===== config.mk =====
export PLATFORM = sky130hd
export DESIGN_NAME = pio_port
export DESIGN_NICKNAME = d
export VERILOG_FILES = /design/src/rtl/pio_pkg.sv /design/src/rtl/pio_decode.sv /design/src/rtl/pio_lane_conv.sv /design/src/rtl/pio_caddr_reg.sv /design/src/rtl/pio_port.sv
export SDC_FILE = /design/constraint.sdc
export NUM_CORES = 1
export LEC_CHECK = 0
export ABC_AREA = 0
export CORE_MARGIN = 5
export CORE_UTILIZATION = 43
export DETAILED_ROUTE_END_ITERATION = 10
export DONT_BUFFER_PORTS = 1
export GPL_ROUTABILITY_DRIVEN = 0
export PLACE_DENSITY = 0.58
export SYNTH_ARGS = -nofsm -noshare
export SYNTH_HDL_FRONTEND = slang
export SYNTH_SLANG_ARGS = --single-unit

===== constraint.sdc =====
create_clock -name clk -period 2.25 [get_ports clk]
set_clock_uncertainty 0.1 [all_clocks]
set_input_delay 0.225 -clock clk [delete_from_list [all_inputs] [get_ports clk]]
set_output_delay 0.225 -clock clk [all_outputs]
set_load 0.005 [all_outputs]

===== src/rtl/pio_pkg.sv =====
package pio_pkg;

   typedef enum logic [1:0] {
      WIN_CADDR  = 2'd0,
      WIN_CDATA  = 2'd1,
      WIN_IODATA = 2'd2,
      WIN_NONE   = 2'd3
   } win_e;

   typedef enum logic [1:0] {
      SZ_1   = 2'd0,
      SZ_2   = 2'd1,
      SZ_4   = 2'd2,
      SZ_BAD = 2'd3
   } size_e;

   localparam logic SPACE_CFG = 1'b0;
   localparam logic SPACE_IO  = 1'b1;

   function automatic logic [31:0] size_mask(input logic [1:0] sz);
      case (sz)
         SZ_1:    size_mask = 32'h0000_00FF;
         SZ_2:    size_mask = 32'h0000_FFFF;
         default: size_mask = 32'hFFFF_FFFF;
      endcase
   endfunction

   function automatic logic size_fits(input logic [1:0] sz, input logic [1:0] off);
      case (sz)
         SZ_1:    size_fits = 1'b1;
         SZ_2:    size_fits = (off[0] == 1'b0);
         SZ_4:    size_fits = (off == 2'd0);
         default: size_fits = 1'b0;
      endcase
   endfunction

endpackage


===== src/rtl/pio_decode.sv =====
module pio_decode
   import pio_pkg::*;
#(
   parameter int OFS_W = 4
) (
   input  logic [OFS_W-1:0] addr,
   input  logic [1:0]       size,
   output win_e             win,
   output logic [1:0]       off,
   output logic             legal
);
   logic upper_zero;

   generate
      if (OFS_W < 4) begin : g_bad_ofs
         $error("pio_decode: OFS_W must be at least 4");
      end
      if (OFS_W > 4) begin : g_upper
         assign upper_zero = (addr[OFS_W-1:4] == '0);
      end else begin : g_exact
         assign upper_zero = 1'b1;
      end
   endgenerate

   assign off = addr[1:0];

   always_comb begin
      win = upper_zero ? win_e'(addr[3:2]) : WIN_NONE;
      case (win)
         WIN_CADDR:  legal = (size == SZ_4) && (off == 2'd0);
         WIN_CDATA,
         WIN_IODATA: legal = size_fits(size, off);
         default:    legal = 1'b0;
      endcase
   end

endmodule


===== src/rtl/pio_lane_conv.sv =====
module pio_lane_conv
   import pio_pkg::*;
#(
   parameter int DATA_W  = 32,
   parameter bit BIG_END = 1'b0
) (
   input  logic [DATA_W-1:0] din,
   input  logic [1:0]        size,
   output logic [DATA_W-1:0] dout
);
   localparam int NBYTES = DATA_W / 8;

   generate
      if (DATA_W != 32) begin : g_bad_w
         $error("pio_lane_conv: DATA_W must be 32");
      end
      if (BIG_END) begin : g_big
         always_comb begin
            dout = '0;
            case (size)
               SZ_1: dout[7:0]  = din[7:0];
               SZ_2: dout[15:0] = {din[7:0], din[15:8]};
               default: begin
                  for (int i = 0; i < NBYTES; i++) begin
                     dout[8*i +: 8] = din[8*(NBYTES-1-i) +: 8];
                  end
               end
            endcase
         end
      end else begin : g_little
         assign dout = din & size_mask(size);
      end
   endgenerate

endmodule


===== src/rtl/pio_caddr_reg.sv =====
module pio_caddr_reg #(
   parameter int DATA_W = 32
) (
   input  logic              clk,
   input  logic              rst_n,
   input  logic              wr_en,
   input  logic [DATA_W-1:0] wr_val,
   output logic [DATA_W-1:0] raw,
   output logic [DATA_W-1:0] base
);
   always_ff @(posedge clk) begin
      if (!rst_n) raw <= '0;
      else if (wr_en) raw <= wr_val;
   end

   assign base = {raw[DATA_W-1:2], 2'b00};

endmodule


===== src/rtl/pio_port.sv =====
module pio_port
   import pio_pkg::*;
#(
   parameter int DATA_W = 32,
   parameter int ADDR_W = 32,
   parameter int OFS_W  = 4
) (
   input  logic              clk,
   input  logic              rst_n,
   input  logic              req_valid,
   input  logic              req_write,
   input  logic [OFS_W-1:0]  req_addr,
   input  logic [1:0]        req_size,
   input  logic [DATA_W-1:0] req_wdata,
   output logic              rsp_done,
   output logic              rsp_err,
   output logic [DATA_W-1:0] rsp_rdata,
   output logic              dn_valid,
   output logic              dn_write,
   output logic              dn_space,
   output logic [ADDR_W-1:0] dn_addr,
   output logic [1:0]        dn_size,
   output logic [DATA_W-1:0] dn_wdata,
   input  logic              dn_ack,
   input  logic [DATA_W-1:0] dn_rdata
);
   generate
      if (ADDR_W < 2 || ADDR_W > DATA_W) begin : g_bad_aw
         $error("pio_port: ADDR_W must lie in 2..DATA_W");
      end
   endgenerate

   typedef enum logic {ST_IDLE, ST_WAIT} state_e;
   state_e state_q;

   win_e              win;
   logic [1:0]        off;
   logic              legal;
   logic              accept;
   logic              caddr_we;
   logic [DATA_W-1:0] caddr_raw, caddr_base;
   logic [DATA_W-1:0] wr_cfg, wr_io, rd_cfg, rd_io;
   logic [ADDR_W-1:0] addr_or, addr_add;

   pio_decode #(.OFS_W(OFS_W)) u_dec (
      .addr(req_addr), .size(req_size), .win(win), .off(off), .legal(legal)
   );

   assign accept   = req_valid && (state_q == ST_IDLE);
   assign caddr_we = accept && legal && (win == WIN_CADDR) && req_write;

   pio_caddr_reg #(.DATA_W(DATA_W)) u_caddr (
      .clk(clk), .rst_n(rst_n), .wr_en(caddr_we), .wr_val(req_wdata),
      .raw(caddr_raw), .base(caddr_base)
   );

   pio_lane_conv #(.DATA_W(DATA_W), .BIG_END(1'b0)) u_wr_cfg (
      .din(req_wdata), .size(req_size), .dout(wr_cfg));
   pio_lane_conv #(.DATA_W(DATA_W), .BIG_END(1'b1)) u_wr_io (
      .din(req_wdata), .size(req_size), .dout(wr_io));
   pio_lane_conv #(.DATA_W(DATA_W), .BIG_END(1'b0)) u_rd_cfg (
      .din(dn_rdata), .size(dn_size), .dout(rd_cfg));
   pio_lane_conv #(.DATA_W(DATA_W), .BIG_END(1'b1)) u_rd_io (
      .din(dn_rdata), .size(dn_size), .dout(rd_io));

   assign addr_or  = caddr_base[ADDR_W-1:0] | ADDR_W'(off);
   assign addr_add = caddr_base[ADDR_W-1:0] + ADDR_W'(off);

   always_ff @(posedge clk) begin
      if (!rst_n) begin
         state_q   <= ST_IDLE;
         rsp_done  <= 1'b0;
         rsp_err   <= 1'b0;
         rsp_rdata <= '0;
         dn_valid  <= 1'b0;
         dn_write  <= 1'b0;
         dn_space  <= SPACE_CFG;
         dn_addr   <= '0;
         dn_size   <= SZ_1;
         dn_wdata  <= '0;
      end else begin
         rsp_done <= 1'b0;
         rsp_err  <= 1'b0;
         case (state_q)
            ST_IDLE: begin
               if (accept) begin
                  if (!legal) begin
                     rsp_done  <= 1'b1;
                     rsp_err   <= 1'b1;
                     rsp_rdata <= '0;
                  end else if (win == WIN_CADDR) begin
                     rsp_done  <= 1'b1;
                     rsp_rdata <= req_write ? '0 : caddr_raw;
                  end else begin
                     dn_valid <= 1'b1;
                     dn_write <= req_write;
                     dn_size  <= req_size;
                     if (win == WIN_IODATA) begin
                        dn_space <= SPACE_IO;
                        dn_addr  <= addr_add;
                        dn_wdata <= req_write ? wr_io : '0;
                     end else begin
                        dn_space <= SPACE_CFG;
                        dn_addr  <= addr_or;
                        dn_wdata <= req_write ? wr_cfg : '0;
                     end
                     state_q <= ST_WAIT;
                  end
               end
            end
            default: begin
               if (dn_ack) begin
                  dn_valid  <= 1'b0;
                  rsp_done  <= 1'b1;
                  rsp_rdata <= dn_write ? '0 : (dn_space == SPACE_IO ? rd_io : rd_cfg);
                  state_q   <= ST_IDLE;
               end
            end
         endcase
      end
   end

   assert_hold_R8: assert property (@(posedge clk) disable iff (!rst_n)
      dn_valid && !dn_ack |=> dn_valid && $stable(dn_addr) && $stable(dn_wdata)
                             && $stable(dn_size) && $stable(dn_write));

   assert_release_R8: assert property (@(posedge clk) disable iff (!rst_n)
      dn_valid && dn_ack |=> rsp_done && !dn_valid && !rsp_err);

   assert_busy_R9: assert property (@(posedge clk) disable iff (!rst_n)
      dn_valid && !dn_ack |=> !rsp_done);

   assert_err_nodn_R7: assert property (@(posedge clk) disable iff (!rst_n)
      rsp_err |-> rsp_done && !dn_valid && (rsp_rdata == '0));

   assert_dn_align_R6: assert property (@(posedge clk) disable iff (!rst_n)
      dn_valid |-> (dn_size != SZ_BAD)
                   && (dn_size != SZ_4 || dn_addr[1:0] == 2'd0)
                   && (dn_size != SZ_2 || dn_addr[0] == 1'b0));

endmodule


* After elaboration in Yosys (flattened, before gate mapping)
Index checks and enable logic that the tools add are counted.
** Cells by class
- Add/sub/neg operators :: 1
- $mul :: 0
- Divide/modulo/power cells :: 0
- Order comparisons :: 0
- Equality and inequality tests :: 8
- Shifts and indexed selects :: 0
- Mux-type cells :: 39
- Bitwise logic cells :: 8
- Reduce and logical (&&, ||, !) cells :: 18
** Operators with widths (number)
- $mux W32 :: 12
- $pmux W32 S2 :: 2
- $and A32 B32 Y32 :: 2
- $pmux W8 S2 :: 4
- $add A32 B2 Y32 :: 1
- $mux W16 :: 2
- $or A32 B2 Y32 :: 1
- $mux W1 :: 17
- $logic_not A2 Y1 :: 4
- $reduce_and A4 Y1 :: 2
- $eq A2 B1 Y1 const B :: 3
- $reduce_or A2 Y1 :: 3
- $logic_and A1 B1 Y1 :: 5
- $not A1 Y1 :: 5
- $eq A2 B2 Y1 const B :: 2
- $ne A2 B2 Y1 const B :: 2
- $reduce_bool A2 Y1 :: 2
- $ne A3 B2 Y1 const B :: 1
- $pmux W1 S3 :: 1
- $reduce_and A3 Y1 :: 1
- $reduce_or A3 Y1 :: 1
- $pmux W1 S2 :: 1
** Word-level totals
- Register bits after elaboration :: 136
- Latch bits :: 0
- Memory bits (writable) :: 0
- Memory bits (read-only) :: 0
- Logic and storage cells :: 85
- Memories kept :: 0

* Longest topological paths before layout
- Depth after elaboration :: 7
- Depth in mapped cells :: 8
- Gate-level depth less buffers :: 6

* Modules after synthesis
From an unflattened synthesis, not the netlist that was laid out.
** Second synthesis, totals
- Cells, all modules :: 946
- Area total of the unflattened synthesis :: 8298.0 sq um
** By module, submodules not included
- pio_port :: instances 1, cells an instance 618, area each 5462.7 sq um
- pio_caddr_reg :: instances 1, cells an instance 136, area each 1487.7 sq um
- pio_lane_conv (u_rd_io ...) :: instances 2, cells an instance 55, area each 375.4 sq um
- pio_lane_conv (u_rd_cfg ...) :: instances 2, cells an instance 35, area each 251.5 sq um
- pio_decode :: instances 1, cells an instance 12, area each 93.8 sq um

* Worst setup path before layout
Ideal clock, no wire load.
- Path type :: input -> register
- From :: in req_size[0]
- To :: reg rsp_rdata[6]
- Library setup time :: 0.122 ns
- Arrival time :: 1.783 ns
- Data required time :: 2.028 ns
- Path slack :: 0.245 ns
- Stages :: 7
- Path through :: or3_1 > buf_2 > a211o_1 > buf_2 > clkbuf_1 > a211o_1 > o311a_1
** Between the ends
- Word-level cells in the longest chain between the ends :: 6
- Elaborated cells on any way between the ends :: 11
- Those cells by class :: eq/ne: 3; mux: 5; reduce/logical: 3
** RTL lines
- start, declared :: RTL line pio_port.sv:13 : input logic [1:0] req_size,
- $eq A2 B2 Y1 (tied with other cells) :: RTL line pio_pkg.sv:29, pio_decode.sv:30
- $pmux W1 S3 or $logic_and A1 B1 Y1 (tied branches) :: RTL line pio_pkg.sv:29, pio_decode.sv:30
- $pmux W1 S2 * :: RTL line pio_decode.sv:29 : case (win)
- $mux W32 :: RTL line pio_port.sv:87 : if (!legal) begin
- $mux W32 :: RTL line pio_port.sv:86 : if (accept) begin
- $mux W32 :: RTL line pio_port.sv:84 : case (state_q)
- end signal, assigned :: RTL line pio_port.sv:93 : rsp_rdata <= req_write ? '0 : caddr_raw;
- end signal, assigned :: RTL line pio_port.sv:115 : rsp_rdata <= dn_write ? '0 : (dn_space == SPACE_IO ? rd_io : rd_cfg);
- end, declared :: RTL line pio_port.sv:17 : output logic [DATA_W-1:0] rsp_rdata,
Every way passes the cells marked *; elsewhere a longest branch is shown, timed or not. The select of a mux whose other input is x is not followed.
A chain may end at the register's enable or synchronous reset.

* Worst setup path in the final report
- From :: reg state_q
- To :: reg dn_wdata[26]
** Between the ends
- Word-level cells in the longest chain between the ends :: 3
** RTL lines
- start, declared :: RTL line pio_port.sv:34 : state_e state_q;
- start signal, assigned :: RTL line pio_port.sv:71 : state_q <= ST_IDLE;
- start signal, assigned :: RTL line pio_port.sv:107 : state_q <= ST_WAIT;
- start signal, assigned :: RTL line pio_port.sv:116 : state_q <= ST_IDLE;
- $not A1 Y1 (no source line) *
- $logic_and A1 B1 Y1 :: RTL line pio_port.sv:49 : assign accept = req_valid && (state_q == ST_IDLE);
- $reduce_and A4 Y1 (no source line) *
- end signal, assigned :: RTL line pio_port.sv:101 : dn_wdata <= req_write ? wr_io : '0;
- end signal, assigned :: RTL line pio_port.sv:105 : dn_wdata <= req_write ? wr_cfg : '0;
- end, declared :: RTL line pio_port.sv:23 : output logic [DATA_W-1:0] dn_wdata,
Every way passes the cells marked *; elsewhere a longest branch is shown, timed or not.

==> impl_metrics.yaml <==
sta:
  fin_tns_setup_ns: 0
  setup_viol_count_final: 0
  rsz0062_at_grt: "no"
  hold_viol: 0
  fin_crit_sh: 0.9319
  finalWorstSetupSlack_ns: 0.1533
  drv_slew: 0
  relSlewSlack: 0.4443
  final.min_clock_period_ns: 2.097
  fmax_mhz: 476.9
  worst_pin_slew_ns: 0.8335
pwr:
  p_sw_mw: 1.375
  peakVddDrop_v: 0.0005369
  p_leak_nw: 2.505
  power_frac_seq: 0.445
  clkPwrFrac: 0.464
  p_sw_frac: 0.2412
  combPwrFrac: 0.091
  power_density_nw_per_um2: 759.0
  p_int_mw: 4.324
  finalPower_mw: 5.699
die:
  die_area_um2: 17360
  coreArea_um2: 14530
  ios: 178
  chipWidth_um: 131.8
  dieHeight_um: 131.8
  start_util: 0.4386
  rows: 44
cts:
  root_buffer: "clkbuf_16"
  h-tree-depth: 4
  cts-resized-gates: 0
  cts.path.max_buffers: 2
  clkSinkCount: 136
  post_cts_buffers: 0
  holdBufCountCts: 39
  cts_tree: "yes"
  cts.clk_slew.worst_paths_ns: 0.06
  clock_latency_ns: 0.42
  numCtsBuffers: 17
critical_path:
  arrival_ns: 2.34
  critical_path_class: "reg2reg"
  path_max_fanout: 39
  crit_path_start_kind: "register"
  r2r_slack_ns: 0.15
  cp_slowest_cell: "a2111o_2"
  worstSetupEndpointType: "register"
  cp.required_ns: 2.49
  max_stage_delay_ns: 0.75
  cp_top_family: "compound AO/OA/AOI/OAI gates"
  critPathBufInv: 0
  crit_chain: "nand2b_1, a2111o_2, or3_1, a21oi_1"
status:
  outcome: "complete, no violations"
global_route:
  grt.overflow.total: 0
  grt_pass1_wl_mm: 35.29
  antenna_found_initial: 0
  grt_max_degree: 43
  grt_use_total: 0.2545
  grt_pass1_vias: 6010
finish:
  final_common_cell: "nand2_1"
  area_growth_pct: 17.78
  fin_util: 0.5166
  layout_common_cells: "nand2_1, dfxtp_1, a21oi_1"
  layout-drive-gt1-share: 0.07730
  n_antenna_cell: 0
  nets: 882
  fillers: 1408
synth:
  yosys_most_used_dff: "dfxtp_1"
  synth_cells: 797
  synth_area_um2: 6375
  synth_edf_count: 0
  synth-seq-cells: 136
  syn_avg_cell_area_um2: 7.999
  yosys_warnings: 0
  syn-num-nets: 875
  synth.distinct_cells: 36
  async_flop_share: 0
  seq_area_frac_synth: 0.4271
routing:
  dr.first_iter.drc_count: 488
  finalWirelength_mm: 22.72
  ant_nets: 0
  vias: 6216
  firstDrtPassIters: 7
  wire_per_inst_um: 22.75
  avgViaCountPerCell: 6.222
  drcViolationCount: 0
placed_design:
  dp_hpwl_mm: 16.28
  port_buffers: 0
  post-place-ws_ns: 0.01517
hold_path:
  hp-class: "in2reg"
flow_run:
  drv_cap: 0
[per-layer routing]
metal	GRT usage	routed length (µm)	share of wire
met1	0.3160	9163	0.40
met3	0.1111	2507	0.11
met2	0.3962	10520	0.46
met5	0	0	0
met4	0.08629	536	0.024
[final cells by class]
cell class	instances	area (µm²)	area share
timing repair buffer	66	655.6	0.08732
inverter	6	23.77	0.003166
sequential	136	2724	0.3628
clock buffer	20	446.7	0.05949
clock inverter	10	105.1	0.01400
multi-input combinational	577	3323	0.4426
tap	184	230.2	0.03066
[registers in the layout, summed over array words and instances (netlist names)]
name and cells:
dn_wdata 32, dn_space 1, dn_valid 1, rsp_rdata 32, u_caddr.raw 32, rsp_done 1
state_q 1, dn_write 1, dn_addr 32, dn_size 2, rsp_err 1
[kinds of logic after synthesis]
family	share of synthesized area
simple gates	0.1827
compound gates	0.2803
flops	0.4271
buf+inv	0.05378
mux	0.05025
fa+ha+maj	0.005889
[Yosys cell counts, types with 6 or more instances]
master    number  share of area
a211o_1       23          0.032
a211oi_1       8         0.0094
a21o_1        10          0.012
a21oi_1      113          0.089
a221oi_1      16          0.022
a311oi_1       8          0.011
a31oi_1       16          0.016
and3_1         8         0.0079
buf_2         10         0.0079
clkbuf_1      64          0.038
dfxtp_1      136           0.43
inv_1          6         0.0035
mux2i_1       32          0.050
nand2_1      190           0.11
nand2b_1       6         0.0059
nand3_1       16          0.013
nor2_1        34          0.020
o211ai_1       9          0.011
o21ai_0        6         0.0047
o221ai_1      24          0.033
o22ai_1       16          0.016
o311a_1        8          0.013
or3_1         19          0.019
[final timing paths]
| path | to | cells past startpoint | startpoint |
|---|---|---|---|
| worst max register to register | dn_wdata[26]$_SDFFE_PN0P_ | 4 | state_q$_SDFF_PN0_ |
| worst min register to register | u_caddr.raw[1]$_SDFFE_PN0P_ | 2 | u_caddr.raw[1]$_SDFFE_PN0P_ |
| worst min-delay path | dn_wdata[19]$_SDFFE_PN0P_ | 3 | req_wdata[19] |
| worst max-delay path | dn_wdata[26]$_SDFFE_PN0P_ | 4 | state_q$_SDFF_PN0_ |
[through the flow]
stage	instances	hold slack, ns	instance area (µm²)
2_1_floorplan	797	0.2610	6375
3_3_place_gp	930	0.2592	6566
3_5_place_dp	930	0.2637	6566
4_1_cts	999	0.0004583	7508
5_1_grt	999	0.0007284	7508
6_report	999	0.01299	7508
[tightest hold or removal path, cell delays in order]
cell and delay (ns):
mux2i_1 0.10, or3_1 0.11, a21oi_1 0.05
[power by group through the flow]
stage	clock, mW	combinational [mW]	sequential, mW
finish	2.64	0.520	2.54
global route	2.79	0.568	2.54
global placement	0	0.427	2.59
floorplan	0	0.355	2.56
detailed placement	0	0.438	2.59
CTS	2.67	0.510	2.54
Note: power is estimated with default switching activity, not from simulation.
